### src/rtl/dag_pkg.sv
package dag_pkg;
  typedef enum logic [1:0] {
    MODE_DIRECT  = 2'b00,
    MODE_ABS     = 2'b01,
    MODE_IND     = 2'b10,
    MODE_IND_INC = 2'b11
  } addr_mode_e;
endpackage

### src/rtl/dag_direct_map.sv
module dag_direct_map #(
  parameter int AW    = 12,
  parameter int FW    = 8,
  parameter int SPLIT = 'h60
) (
  input  logic              access_i,
  input  logic [FW-1:0]     file_i,
  input  logic [AW-FW-1:0]  bank_i,
  output logic [AW-1:0]     addr_o
);
  localparam int BW = AW - FW;

  always_comb begin
    if (access_i)
      addr_o = {bank_i, file_i};
    else if (int'(file_i) < SPLIT)
      addr_o = {{BW{1'b0}}, file_i};
    else
      addr_o = {{BW{1'b1}}, file_i};
  end
endmodule

### src/rtl/dag_ptr_reg.sv
module dag_ptr_reg #(
  parameter int AW = 12
) (
  input  logic          clk_i,
  input  logic          rst_ni,
  input  logic          load_i,
  input  logic [AW-1:0] load_data_i,
  input  logic          lo_we_i,
  input  logic          hi_we_i,
  input  logic [7:0]    byte_data_i,
  input  logic          inc_i,
  output logic [AW-1:0] ptr_o
);
  localparam int HW = AW - 8;

  logic [AW-1:0] ptr_q;

  always_ff @(posedge clk_i or negedge rst_ni) begin
    if (!rst_ni) begin
      ptr_q <= '0;
    end else if (load_i) begin
      ptr_q <= load_data_i;
    end else if (lo_we_i || hi_we_i) begin
      // software write beats increment
      if (lo_we_i) ptr_q[7:0]    <= byte_data_i;
      if (hi_we_i) ptr_q[AW-1:8] <= byte_data_i[HW-1:0];
    end else if (inc_i) begin
      ptr_q <= ptr_q + 1'b1;
    end
  end

  assign ptr_o = ptr_q;


  inc_step_chk: assert property (@(posedge clk_i) disable iff (!rst_ni)
    inc_i && !load_i && !lo_we_i && !hi_we_i |=> ptr_q == $past(ptr_q) + 1'b1);


  load_chk: assert property (@(posedge clk_i) disable iff (!rst_ni)
    load_i |=> ptr_q == $past(load_data_i));


  lo_over_inc_chk: assert property (@(posedge clk_i) disable iff (!rst_ni)
    inc_i && lo_we_i && !load_i |=> ptr_q[7:0] == $past(byte_data_i));


  hold_chk: assert property (@(posedge clk_i) disable iff (!rst_ni)
    !inc_i && !load_i && !lo_we_i && !hi_we_i |=> $stable(ptr_q));
endmodule

### src/rtl/data_addr_gen.sv
module data_addr_gen
  import dag_pkg::*;
#(
  parameter int AW      = 12,
  parameter int FW      = 8,
  parameter int NUM_PTR = 3,
  parameter int SPLIT   = 'h60
) (
  input  logic                  clk_i,
  input  logic                  rst_ni,
  input  logic [1:0]            mode_i,
  input  logic                  access_i,
  input  logic [7:0]            file_i,
  input  logic [11:0]           abs_i,
  input  logic [1:0]            ptr_sel_i,
  input  logic                  bank_we_i,
  input  logic [3:0]            bank_wdata_i,
  input  logic                  load_we_i,
  input  logic [11:0]           load_data_i,
  input  logic                  lo_we_i,
  input  logic                  hi_we_i,
  input  logic [1:0]            wsel_i,
  input  logic [7:0]            byte_data_i,
  output logic [11:0]           addr_o,
  output logic [35:0]           ptr_o
);
  localparam int BW  = AW - FW;
  localparam int PSW = $clog2(NUM_PTR);

  addr_mode_e    mode;
  logic [BW-1:0] bank_q;
  logic [AW-1:0] direct_addr;
  logic [AW-1:0] ptr_q [NUM_PTR];
  logic [AW-1:0] ptr_cur;

  assign mode = addr_mode_e'(mode_i);

  always_ff @(posedge clk_i or negedge rst_ni) begin
    if (!rst_ni)        bank_q <= '0;
    else if (bank_we_i) bank_q <= bank_wdata_i;
  end

  dag_direct_map #(.AW(AW), .FW(FW), .SPLIT(SPLIT)) u_direct (
    .access_i (access_i),
    .file_i   (file_i),
    .bank_i   (bank_q),
    .addr_o   (direct_addr)
  );

  for (genvar k = 0; k < NUM_PTR; k++) begin : g_ptr
    logic hit_w, hit_r;
    assign hit_w = (wsel_i == PSW'(k));
    assign hit_r = (ptr_sel_i == PSW'(k));

    dag_ptr_reg #(.AW(AW)) u_ptr (
      .clk_i       (clk_i),
      .rst_ni      (rst_ni),
      .load_i      (load_we_i && hit_w),
      .load_data_i (load_data_i),
      .lo_we_i     (lo_we_i && hit_w),
      .hi_we_i     (hi_we_i && hit_w),
      .byte_data_i (byte_data_i),
      .inc_i       ((mode == MODE_IND_INC) && hit_r),
      .ptr_o       (ptr_q[k])
    );
    assign ptr_o[k*AW +: AW] = ptr_q[k];
  end

  always_comb begin
    ptr_cur = '0;
    for (int k = 0; k < NUM_PTR; k++)
      if (ptr_sel_i == PSW'(k)) ptr_cur = ptr_q[k];
  end

  always_comb begin
    unique case (mode)
      MODE_DIRECT:  addr_o = direct_addr;
      MODE_ABS:     addr_o = abs_i;
      default:      addr_o = ptr_cur;
    endcase
  end


  ind_route_chk: assert property (@(posedge clk_i) disable iff (!rst_ni)
    mode_i[1] && int'(ptr_sel_i) < NUM_PTR |-> addr_o == ptr_o[int'(ptr_sel_i)*AW +: AW]);


  low_page_chk: assert property (@(posedge clk_i) disable iff (!rst_ni)
    mode == MODE_DIRECT && !access_i && int'(file_i) < SPLIT |-> addr_o[AW-1:FW] == '0);


  top_page_chk: assert property (@(posedge clk_i) disable iff (!rst_ni)
    mode == MODE_DIRECT && !access_i && int'(file_i) >= SPLIT |-> &addr_o[AW-1:FW]);


  bank_latch_chk: assert property (@(posedge clk_i) disable iff (!rst_ni)
    bank_we_i |=> bank_q == $past(bank_wdata_i));
endmodule

### config.mk
export PLATFORM = sky130hd
export DESIGN_NAME = data_addr_gen
export DESIGN_NICKNAME = d
export VERILOG_FILES = /design/src/rtl/dag_pkg.sv /design/src/rtl/dag_direct_map.sv /design/src/rtl/dag_ptr_reg.sv /design/src/rtl/data_addr_gen.sv
export SDC_FILE = /design/constraint.sdc
export NUM_CORES = 1
export LEC_CHECK = 0
export BUFFER_PORTS_ARGS = -buffer_cell sky130_fd_sc_hd__buf_4
export CORE_ASPECT_RATIO = 1.75
export CORE_MARGIN = 5
export CORE_UTILIZATION = 49
export CTS_CLUSTER_SIZE = 10
export DETAILED_ROUTE_END_ITERATION = 12
export GPL_ROUTABILITY_DRIVEN = 0
export GPL_TIMING_DRIVEN = 0
export PLACE_DENSITY = 0.76
export SLEW_MARGIN = 20
export SYNTH_ARGS = -nofsm -noshare
export SYNTH_HDL_FRONTEND = slang
export SYNTH_HIERARCHICAL = 1
export SYNTH_SLANG_ARGS = --single-unit
### constraint.sdc
create_clock -name clk_i -period 2.05 [get_ports clk_i]
set_clock_uncertainty 0.1 [all_clocks]
set_input_delay 0 -clock clk_i [delete_from_list [all_inputs] [get_ports clk_i]]
set_output_delay 0 -clock clk_i [all_outputs]
set_load 0.005 [all_outputs]
==> results.rst, run 1 <==
.. list-table::
   :header-rows: 1

   * - Metric
     - Value
   * - Total of warnings raised by yosys
     - 6
   * - Worst-case hold path end point
     - g_ptr[2].u_ptr/ptr_o[5]$_DFFE_PN0P_
   * - Port Buffers
     - 97
   * - Number of setup buffers added after CTS
     - 0
   * - Sequential fraction of the synthesis area
     - 0.276
   * - Min Clock Period, post-route
     - 1.98 ns
   * - Sw Share
     - 0.356
   * - Highest clock rate
     - 0.505 GHz
   * - Amount of wire on met2 after detailed routing
     - 6060 um
   * - Net count after synthesis
     - 495
   * - Initial core utilization
     - 0.501
   * - Maximum vdd drop
     - 0.643 mV
   * - Slowest cell on the critical path
     - dfrtp_1
   * - Drt wl/cell
     - 20.2 um
   * - Worst reg2reg path depth
     - 5
   * - CTS tree
     - yes
   * - Average size of a mapped cell
     - 8.34 sq um
   * - Post-route clock period utilization
     - 0.965
   * - Number of cells produced by synthesis
     - 435
   * - Fraction of power consumed by sequential logic
     - 0.357
   * - Minimum hold slack
     - 0.0211 ns
   * - Cell taking the most area after synthesis
     - dfrtp_1
   * - Worst max-slew margin expressed relative to the limit
     - 0.629
   * - Die Outline Area
     - 9290 sq um
   * - Origin of the critical flop-to-flop path
     - g_ptr[1].u_ptr/ptr_o[0]$_DFFE_PN0P_
   * - Horizontal die dimension
     - 75.0 um
   * - Setup repair after global routing missed its margin
     - no
   * - Netlist Area Pre-Place
     - 3630 sq um
   * - Antenna violations before repair
     - 0
   * - Max incr delay on CP
     - 0.49 ns
   * - Number of placed cells counting well taps
     - 618
   * - Most frequent cells after synthesis
     - dfrtp_1 (40), nand2_1 (37), nor2_1 (31)
   * - Post-synth top area share
     - 0.276
   * - H-tree levels
     - 2
   * - Initial DRT Pass Iterations
     - 5
   * - Share of flip-flops with an asynchronous set or reset
     - 1.00
   * - Transition at the pin with the smallest max-transition slack
     - 0.557 ns
   * - Num CTS Buffers
     - 5
   * - Top Ports
     - 105
   * - Root cell of the clock tree
     - clkbuf_16
   * - Pin count of the biggest net entering global routing
     - 41
   * - Average vias per placed instance
     - 6.36
   * - Total number of vias
     - 4114
   * - Global-route congestion overflow total
     - 0
   * - Met3 WL post-DR
     - 1190 um
   * - Area occupied by multi-input gates
     - 2400 sq um
   * - Clock network latency to the later pin of the worst-skew pair
     - 0.29 ns
   * - Clock Sink Count
     - 40
   * - Slew Limit Fails
     - 0
   * - Setup violations, final
     - 0
   * - Clock-pin slew on the worst setup and hold paths
     - 0.06 ns
   * - Cell types with the largest area share after synthesis
     - dfrtp_1 (28%), mux2i_1 (5.0%), a211oi_1 (4.3%)
   * - Clock Tree Buf Depth
     - 2
   * - CP startpoint kind
     - flop
   * - Synthesis-to-finish area growth
     - 35.1%
   * - Final wirelength
     - 13100 um
   * - Placed cell area
     - 4460 sq um
   * - Required time reported for the critical path endpoint
     - 2.15 ns
   * - Count of placed standard cells in the final layout, fillers left out
     - 647
   * - Combinational Power Share
     - 0.361
   * - Most common cell in the netlist
     - dfrtp_1
   * - DP Wirelength
     - 9780 um
   * - Max-cap viol count
     - 0
   * - Leak Pwr
     - 0.00206 uW
   * - Endpoint of the lowest-slack register-to-register path
     - g_ptr[1].u_ptr/ptr_o[6]$_DFFE_PN0P_
   * - Filler Cells Inserted
     - 633
   * - Min setup slack post-route
     - 0.0713 ns
   * - Standard-cell rows
     - 41
   * - Setup Crit Path Kind
     - reg -> reg
   * - Share of power burned in the clock network
     - 0.282
   * - Antenna cell count
     - 0
   * - Register bit count reported by yosys
     - 40
   * - Worst hold path depth
     - 5
   * - Biggest fanout along the worst timing path
     - 6
   * - DRT met1 WL
     - 4910 um
   * - Capturing element type of the critical path
     - flop
   * - Antenna violation net count after detailed routing
     - 0
   * - Count of different cell masters after synthesis
     - 52
   * - Path class of the lowest-slack min-delay path
     - in -> reg
   * - Die Ht
     - 124 um
   * - Worst setup timing slack at the placement stage
     - -0.234 ns
   * - Global-route wire length before repair
     - 20400 um
   * - Primary flip-flop cell chosen by synthesis mapping
     - dfrtp_1
   * - Cell Chain, Critical Path
     - ha_1 > nand3_2 > or3_1 > a311o_1 > a21oi_1
   * - HP Start
     - byte_data_i[5]
   * - Initial detailed-routing violation count
     - 227
   * - Global-route usage over all layers
     - 0.291
   * - Result of the run
     - finished, final reports clean
   * - Switching pwr
     - 1460 uW
   * - Cell area after layout
     - 4900 sq um
   * - Number of enable flip-flop cells after synthesis
     - 0
   * - Uppermost signal routing layer after detailed routing
     - met4
   * - Share of post-route cells with drive strength above 1
     - 0.299
   * - Pwr per Cell Area
     - 839 nW/um^2
   * - Net count reported at finish
     - 620
   * - Remaining DRCs
     - 0
   * - R2R setup slack
     - 0.07 ns
   * - Internal power contribution
     - 2650 uW
   * - Area taken by flip-flops and latches
     - 1000 sq um
   * - Number of failing hold endpoints at the final stage
     - 0
   * - Vias in the first global route
     - 4126
   * - Core area
     - 7230 sq um
   * - Arrival time reported for the critical path endpoint
     - 2.08 ns
==> stage by stage <==
stage | util | total power [uW] | setup TNS [ns]
finish | 0.678 | 4110 | 0
CTS | 0.676 | 4110 | 0
floorplan | - | 2080 | 0
global placement | 0.617 | 2860 | -0.608
global route | 0.678 | 4350 | 0
detailed placement | 0.617 | 2900 | -0.767
==> timing repair <==
item / in CTS / in global routing
endpoints found under the setup margin: 0 / 5
hold buffers: 21 / 0
gates resized for setup: 0 / 3
hold endpoints to repair: 67 / 0
==> power by group through the flow <==
stage	sequential [uW]	clock, uW	combinational, uW
detailed placement	1460	0	1440
CTS	1450	1180	1490
finish	1470	1160	1480
floorplan	1330	0	754
global placement	1450	0	1410
global route	1510	1200	1640
==> placed cells by master (no fill, tap or decap), types with 6 or more instances in the layout <==
cell           synthesis  layout
nand2b_1               6       6
o21ai_0               24      24
xor2_1                15      15
nor3_1                 7       7
mux2i_1               18      18
nand2_1               37      37
dlygate4sd3_1          0      21
a22oi_1                6       6
mux2_2                 7       7
nor2b_1               15      15
inv_1                 10      10
a21oi_1               16      16
o31ai_1                6       6
and2_1                15      15
o211ai_1               6       6
nor2_1                31      31
a211oi_1              21      21
and4_2                 6       6
nand3_1                9       9
a31oi_1               12      12
a311oi_1               9       9
dfrtp_1               40      40
or2_0                 11      11
nand4_1                9       9
buf_4                 10     107
clkbuf_1               6       6
buf_2                 10      10
==> area by class of cell <==
type / count / share of cell area
Timing Repair Buffer: 118 / 0.191
Clock inverter: 3 / 0.0184
Sequential cell: 40 / 0.204
Clock buffer: 5 / 0.0255
Buffer: 32 / 0.0414
Multi-Input combinational cell: 353 / 0.489
Inverter: 10 / 0.00766
Tap cell: 86 / 0.0220
==> sequential cells by signal, indices dropped and copies added (netlist names) <==
| name | cells |
|---|---|
| bank_q | 4 |
| g_ptr.u_ptr/ptr_o | 36 |
==> cells by family after synthesis <==
logic type | Yosys count | share of synthesized area
buffers and inverters | 42 | 0.0659
adder cells (fa/ha/maj) | 3 | 0.0103
flip-flops | 40 | 0.276
AND/OR/NAND/NOR | 185 | 0.295
XOR/XNOR | 15 | 0.0362
AO/OA/AOI/OAI | 125 | 0.245
multiplexers | 25 | 0.0714
==> worst max-delay path by stage <==
stage                                                   start                                    to  slack (ns)
final                     g_ptr[1].u_ptr/ptr_o[0]$_DFFE_PN0P_   g_ptr[1].u_ptr/ptr_o[6]$_DFFE_PN0P_        0.07
after global routing                                wsel_i[1]   g_ptr[0].u_ptr/ptr_o[9]$_DFFE_PN0P_        0.02
after CTS                                           mode_i[0]  g_ptr[1].u_ptr/ptr_o[10]$_DFFE_PN0P_        0.07
after detailed placement                            mode_i[0]  g_ptr[1].u_ptr/ptr_o[10]$_DFFE_PN0P_       -0.23
after global placement                              mode_i[0]  g_ptr[1].u_ptr/ptr_o[10]$_DFFE_PN0P_       -0.21
after floorplan                                  ptr_sel_i[0]   g_ptr[2].u_ptr/ptr_o[4]$_DFFE_PN0P_        0.29
==> layer usage <==
metal | global-route usage | up-vias
met4 | 0.192 | 0
met3 | 0.0420 | 66
li1 | - | 1889
met1 | 0.348 | 1912
met5 | 0 | -
met2 | 0.472 | 247
==> critical path: cells and delay by family (launching register included) <==
family	cells	cell delay [ns]
AND/OR/NAND/NOR	2	0.48
flip-flops	1	0.49
AO/OA/AOI/OAI	2	0.52
adder cells (fa/ha/maj)	1	0.29
Power figures use the tool's default switching activity.
==> run 2: changes to the inputs <==
--- a/config.mk
+++ b/config.mk
@@ -8,4 +8,4 @@
 export BUFFER_PORTS_ARGS = -buffer_cell sky130_fd_sc_hd__buf_4
+export CAP_MARGIN = 10
 export CORE_ASPECT_RATIO = 1.75
-export CORE_MARGIN = 5
 export CORE_UTILIZATION = 49
--- a/constraint.sdc
+++ b/constraint.sdc
@@ -4,2 +4,2 @@
 set_output_delay 0 -clock clk_i [all_outputs]
-set_load 0.005 [all_outputs]
+set_load 0.01 [all_outputs]
==> results.rst, run 2 (synthesis gave the netlist of run 1 again) <==
.. list-table::
   :header-rows: 1

   * - Metric
     - Value
   * - Result of the run
     - finished, final reports clean
   * - Top Ports
     - 105
   * - Cell area after layout
     - 4850 sq um
   * - Clock Sink Count
     - 40
   * - Most common cell after layout, fill and taps aside
     - buf_4
   * - Setup repair after global routing missed its margin
     - no
   * - Drt wl/cell
     - 19.5 um
   * - Capturing element type of the critical path
     - flop
   * - R2R setup slack
     - 0.13 ns
   * - Setup violations, final
     - 0
   * - Average vias per placed instance
     - 6.42
   * - Maximum vdd drop
     - 0.659 mV
   * - Initial DRT Pass Iterations
     - 6
   * - Synthesis-to-finish area growth
     - 33.7%
   * - Clock network latency to the later pin of the worst-skew pair
     - 0.29 ns
   * - Share of post-route cells with drive strength above 1
     - 0.301
   * - CTS tree
     - yes
   * - Vias in the first global route
     - 4126
   * - Largest register FFs
     - 36
   * - Horizontal die dimension
     - 67.0 um
   * - Min Clock Period, post-route
     - 1.92 ns
   * - Setup Crit Path Kind
     - reg -> reg
   * - Die Outline Area
     - 7760 sq um
   * - Pwr per Cell Area
     - 793 nW/um^2
   * - Leak Pwr
     - 0.00203 uW
   * - Transition at the pin with the smallest max-transition slack
     - 0.558 ns
   * - Standard-cell rows
     - 41
   * - Highest clock rate
     - 0.520 GHz
   * - Max incr delay on CP
     - 0.47 ns
   * - Path class of the lowest-slack min-delay path
     - in -> reg
   * - Combinational Power Share
     - 0.413
   * - Pin count of the biggest net entering global routing
     - 41
   * - Antenna cell count
     - 0
   * - Biggest fanout along the worst timing path
     - 6
   * - Internal power contribution
     - 2280 uW
   * - Port Buffers
     - 97
   * - Origin of the critical flop-to-flop path
     - g_ptr[1].u_ptr/ptr_o[0]$_DFFE_PN0P_
   * - Remaining DRCs
     - 0
   * - Placed cell area
     - 4460 sq um
   * - Worst max-slew margin expressed relative to the limit
     - 0.628
   * - Clock-pin slew on the worst setup and hold paths
     - 0.06 ns
   * - CP startpoint kind
     - flop
   * - Worst-case hold path end point
     - g_ptr[1].u_ptr/ptr_o[0]$_DFFE_PN0P_
   * - Final wirelength
     - 12700 um
   * - Required time reported for the critical path endpoint
     - 2.15 ns
   * - DP Wirelength
     - 9510 um
   * - Cell Chain, Critical Path
     - ha_2 > nand3_2 > or3_1 > a311o_1 > a21oi_1
   * - Share of the core filled with cells in the final layout
     - 0.675
   * - H-tree levels
     - 2
   * - Fraction of power consumed by sequential logic
     - 0.390
   * - Share of power burned in the clock network
     - 0.198
   * - Root cell of the clock tree
     - clkbuf_16
   * - Max-cap viol count
     - 0
   * - Sw Share
     - 0.405
   * - HP Start
     - byte_data_i[0]
   * - Antenna violation net count after detailed routing
     - 0
   * - Slew Limit Fails
     - 0
   * - Antenna violations before repair
     - 0
   * - Clock Tree Buf Depth
     - 2
   * - Total power
     - 3840 uW
   * - Post-route clock period utilization
     - 0.938
   * - Initial detailed-routing violation count
     - 396
   * - Leading cell types in the layout, fill and taps excluded
     - buf_4 (107), dfrtp_1 (40), nand2_1 (37), nor2_1 (31), o21ai_0 (24)
   * - Number of failing hold endpoints at the final stage
     - 0
   * - Global-route congestion overflow total
     - 0
   * - Total number of vias
     - 4163
   * - Global-route wire length before repair
     - 19900 um
   * - Switching pwr
     - 1560 uW
   * - Worst hold path depth
     - 3
   * - Slowest cell on the critical path
     - dfrtp_1
   * - Worst reg2reg path depth
     - 5
   * - Endpoint of the lowest-slack register-to-register path
     - g_ptr[1].u_ptr/ptr_o[6]$_DFFE_PN0P_
   * - Arrival time reported for the critical path endpoint
     - 2.02 ns
   * - Die Ht
     - 116 um
   * - Setup_tns
     - 0 ns
   * - Initial core utilization
     - 0.505
   * - Global-route usage over all layers
     - 0.345
   * - Core area
     - 7180 sq um
   * - Num CTS Buffers
     - 5
   * - Net count reported at finish
     - 622
   * - Number of setup buffers added after CTS
     - 0
-- run 2: changes by cell type in the layout (fill, tap and decap cells not counted), sizes merged --
cell | previous run | this run
bufinv | 3 | 0
clkinv | 0 | 1
dlygate4sd3 | 21 | 23
clkbuf | 12 | 13
-- run 2: worst max-delay path: cells and delay by family (launching register included) --
| kind | cells | cell delay [ns] |
|---|---|---|
| fa+ha+maj | 1 | 0.26 |
| flops | 1 | 0.47 |
| compound gates | 2 | 0.53 |
| simple gates | 2 | 0.46 |
-- run 2: cell type report --
cell class              instances  area [sq um]
flip-flops and latches         40          1000
plain buffers                  32           204
multi-input cells             353          2410
repair buffers                120           958
fillers                       626          2330
clock inverters                 1          5.00
clock buffers                   6           129
well taps                      86           108
inverters                      10          37.5
-- run 2: what timing repair did --
action,in CTS,in global routing
hold buffers,23,0
setup endpoints to repair,0,9
hold endpoints to repair,65,0
resized for setup,0,7
-- run 2: power by group through the flow --
| stage | clock [uW] | combinational [uW] | sequential [uW] |
|---|---|---|---|
| 2_1_floorplan | 0 | 768 | 1410 |
| 3_3_place_gp | 0 | 1490 | 1490 |
| 3_5_place_dp | 0 | 1520 | 1490 |
| 4_1_cts | 771 | 1570 | 1480 |
| 5_1_grt | 805 | 1730 | 1520 |
| 6_report | 760 | 1590 | 1500 |
-- run 2: layer usage --
metal / up-vias / GRT usage / wire length (um)
li1: 1889 / - / -
met1: 1949 / 0.401 / 4650
met2: 258 / 0.561 / 6030
met3: 67 / 0.0463 / 1050
met4: 0 / 0.260 / 935
met5: - / 0 / 0
-- run 2: how the worst max path moves through the flow --
stage | from | end | slack, ns | cells after the start
2_1_floorplan | ptr_sel_i[0] | g_ptr[2].u_ptr/ptr_o[4]$_DFFE_PN0P_ | 0.29 | 8
3_3_place_gp | mode_i[0] | g_ptr[1].u_ptr/ptr_o[5]$_DFFE_PN0P_ | -0.16 | 9
3_5_place_dp | mode_i[0] | g_ptr[1].u_ptr/ptr_o[10]$_DFFE_PN0P_ | -0.23 | 9
4_1_cts | mode_i[0] | g_ptr[1].u_ptr/ptr_o[10]$_DFFE_PN0P_ | 0.08 | 9
5_1_grt | g_ptr[1].u_ptr/ptr_o[0]$_DFFE_PN0P_ | g_ptr[1].u_ptr/ptr_o[6]$_DFFE_PN0P_ | 0.03 | 5
6_report | g_ptr[1].u_ptr/ptr_o[0]$_DFFE_PN0P_ | g_ptr[1].u_ptr/ptr_o[6]$_DFFE_PN0P_ | 0.13 | 5
-- run 2: stage by stage --
step / setup slack (ns) / cells / hold slack (ns)
after floorplan: 0.286 / 435 / -0.396
after global placement: -0.158 / 618 / -0.0851
after detailed placement: -0.227 / 618 / -0.0761
after CTS: 0.0755 / 648 / 0.000837
after global routing: 0.0256 / 648 / 0.0291
final: 0.127 / 648 / 0.00511
==> run 3: changes to the inputs <==
CORE_ASPECT_RATIO = unset   (was 1.75)
TNS_END_PERCENT = 1   (was unset)
==> results.rst, run 3 (synthesis gave the netlist of run 1 again) <==
.. list-table::
   :header-rows: 1

   * - Metric
     - Value
   * - Drt wl/cell
     - 18.9 um
   * - R2R setup slack
     - 0.14 ns
   * - Port Buffers
     - 97
   * - Num CTS Buffers
     - 5
   * - Path class of the lowest-slack min-delay path
     - in -> reg
   * - Number of setup buffers added after CTS
     - 0
   * - Average vias per placed instance
     - 6.22
   * - Global-route usage over all layers
     - 0.326
   * - Capturing element type of the critical path
     - flop
   * - Clock network latency to the later pin of the worst-skew pair
     - 0.30 ns
   * - Slew Limit Fails
     - 0
   * - Leading cell types in the layout, fill and taps excluded
     - buf_4 (107), dfrtp_1 (40), nand2_1 (37), nor2_1 (31)
   * - Setup_tns
     - 0 ns
   * - Synthesis-to-finish area growth
     - 32.8%
   * - CTS tree
     - yes
   * - Root cell of the clock tree
     - clkbuf_8
   * - Clock-pin slew on the worst setup and hold paths
     - 0.09 ns
   * - Max-cap viol count
     - 0
   * - Min setup slack post-route
     - 0.100 ns
   * - Worst max-slew margin expressed relative to the limit
     - 0.639
   * - Share of post-route cells with drive strength above 1
     - 0.294
   * - Initial DRT Pass Iterations
     - 5
   * - Clock Sink Count
     - 40
   * - Min Clock Period, post-route
     - 1.95 ns
   * - Arrival time reported for the critical path endpoint
     - 2.04 ns
   * - Post-route clock period utilization
     - 0.951
   * - Worst-case hold path end point
     - g_ptr[0].u_ptr/ptr_o[8]$_DFFE_PN0P_
   * - Antenna cell count
     - 0
   * - Leak Pwr
     - 0.00201 uW
   * - Number of failing hold endpoints at the final stage
     - 0
   * - Max incr delay on CP
     - 0.49 ns
   * - Top Ports
     - 105
   * - Most frequent cell on the critical path
     - buf_4
   * - CP startpoint kind
     - input port
   * - Standard-cell rows
     - 30
   * - Pin count of the biggest net entering global routing
     - 41
   * - Pwr per Cell Area
     - 757 nW/um^2
   * - Cell Chain, Critical Path
     - buf_4 > buf_4 > buf_6 > nand2_1 > nor3b_1 > nand2b_1 > nor4_1 > xor2_1 > a221o_1
   * - Horizontal die dimension
     - 88.0 um
   * - H-tree levels
     - 2
   * - Setup repair after global routing missed its margin
     - no
   * - Setup Crit Path Kind
     - in -> reg
   * - Highest clock rate
     - 0.513 GHz
   * - Share of the core filled with cells in the final layout
     - 0.690
   * - Final wirelength
     - 12500 um
   * - Largest register FFs
     - 36
   * - DP Wirelength
     - 9240 um
   * - Setup violations, final
     - 0
   * - Antenna violations before repair
     - 0
   * - Antenna violation net count after detailed routing
     - 0
   * - Transition at the pin with the smallest max-transition slack
     - 0.541 ns
   * - Die Outline Area
     - 7750 sq um
   * - Global-route wire length before repair
     - 19200 um
   * - Endpoint of the lowest-slack register-to-register path
     - g_ptr[2].u_ptr/ptr_o[6]$_DFFE_PN0P_
   * - Slowest cell on the critical path
     - nor3b_1
   * - Vias in the first global route
     - 3834
   * - Worst reg2reg path depth
     - 5
   * - Initial detailed-routing violation count
     - 462
   * - Die Ht
     - 88.0 um
   * - Result of the run
     - finished, final reports clean
   * - Core area
     - 6980 sq um
   * - Worst setup timing slack at the placement stage
     - -0.158 ns
   * - Global-route congestion overflow total
     - 0
   * - Origin of the critical flop-to-flop path
     - g_ptr[2].u_ptr/ptr_o[0]$_DFFE_PN0P_
   * - Net count reported at finish
     - 623
   * - Biggest fanout along the worst timing path
     - 10
   * - Worst hold path depth
     - 4
   * - Total power
     - 3650 uW
   * - Minimum hold slack
     - 0.00316 ns
   * - Maximum vdd drop
     - 0.594 mV
   * - Initial core utilization
     - 0.520
   * - Remaining DRCs
     - 0
   * - Clock Tree Buf Depth
     - 2
   * - HP Start
     - load_data_i[8]
   * - Total number of vias
     - 4103
   * - Required time reported for the critical path endpoint
     - 2.14 ns
   * - Most common cell after layout, fill and taps aside
     - buf_4
run 3: cell types whose count changed in the layout (fill, tap and decap cells not counted), sizes merged:
cell,change
clkinv,-1
clkbuf,-1
clkinvlp,+2
buf,+1
dlygate4sd3,+1
run 3: area by class of cell:
| type | count | area [sq um] |
|---|---|---|
| buffer | 32 | 201 |
| clock buffer | 6 | 82.6 |
| clock inverter | 2 | 15.0 |
| fill | 597 | 2160 |
| inverter | 10 | 37.5 |
| multi-input combinational | 353 | 2390 |
| sequential | 40 | 1000 |
| tap | 96 | 120 |
| timing repair buffer | 121 | 968 |
run 3: worst max-delay path, delay by kind of cell:
kind | cells | cell delay, ns
simple gates | 4 | 1.14
buf+inv | 3 | 0.45
compound gates | 1 | 0.33
xor+xnor | 1 | 0.12
run 3: worst max path at each step:
stage / cells past startpoint / endpoint / startpoint / slack, ns
after floorplan: 8 / g_ptr[2].u_ptr/ptr_o[4]$_DFFE_PN0P_ / ptr_sel_i[0] / 0.29
after global placement: 9 / g_ptr[0].u_ptr/ptr_o[10]$_DFFE_PN0P_ / mode_i[0] / -0.07
after detailed placement: 9 / g_ptr[1].u_ptr/ptr_o[10]$_DFFE_PN0P_ / mode_i[0] / -0.16
after CTS: 5 / g_ptr[2].u_ptr/ptr_o[6]$_DFFE_PN0P_ / g_ptr[2].u_ptr/ptr_o[0]$_DFFE_PN0P_ / 0.15
after global routing: 9 / g_ptr[1].u_ptr/ptr_o[10]$_DFFE_PN0P_ / mode_i[0] / 0.01
final: 9 / g_ptr[1].u_ptr/ptr_o[10]$_DFFE_PN0P_ / mode_i[0] / 0.10
run 3: power by group:
part	internal [uW]	leakage [uW]	total (uW)	switching, uW
Combinational	839	0.00148	1590	754
Clock	273	0.0000434	586	313
Sequential	996	0.000483	1470	473
Total	2110	0.00201	3650	1540
run 3: repair_timing:
action	CTS	global route
resized for setup	0	1
hold buffers	24	0
setup endpoints to repair	0	1
hold endpoints to repair	69	0
run 3: metrics by stage:
| stage | cell area, sq um | std cells |
|---|---|---|
| final | 4820 | 660 |
| after global routing | 4820 | 660 |
| after CTS | 4810 | 660 |
| after detailed placement | 4480 | 628 |
| after global placement | 4480 | 628 |
| after floorplan | 3630 | 435 |
run 3: metal layers:
layer	vias up	routed length, um	track usage
met2	258	5800	0.545
met5	-	0	0
met1	1913	5120	0.419
li1	1888	-	-
met3	44	1080	0.0471
met4	0	459	0.141
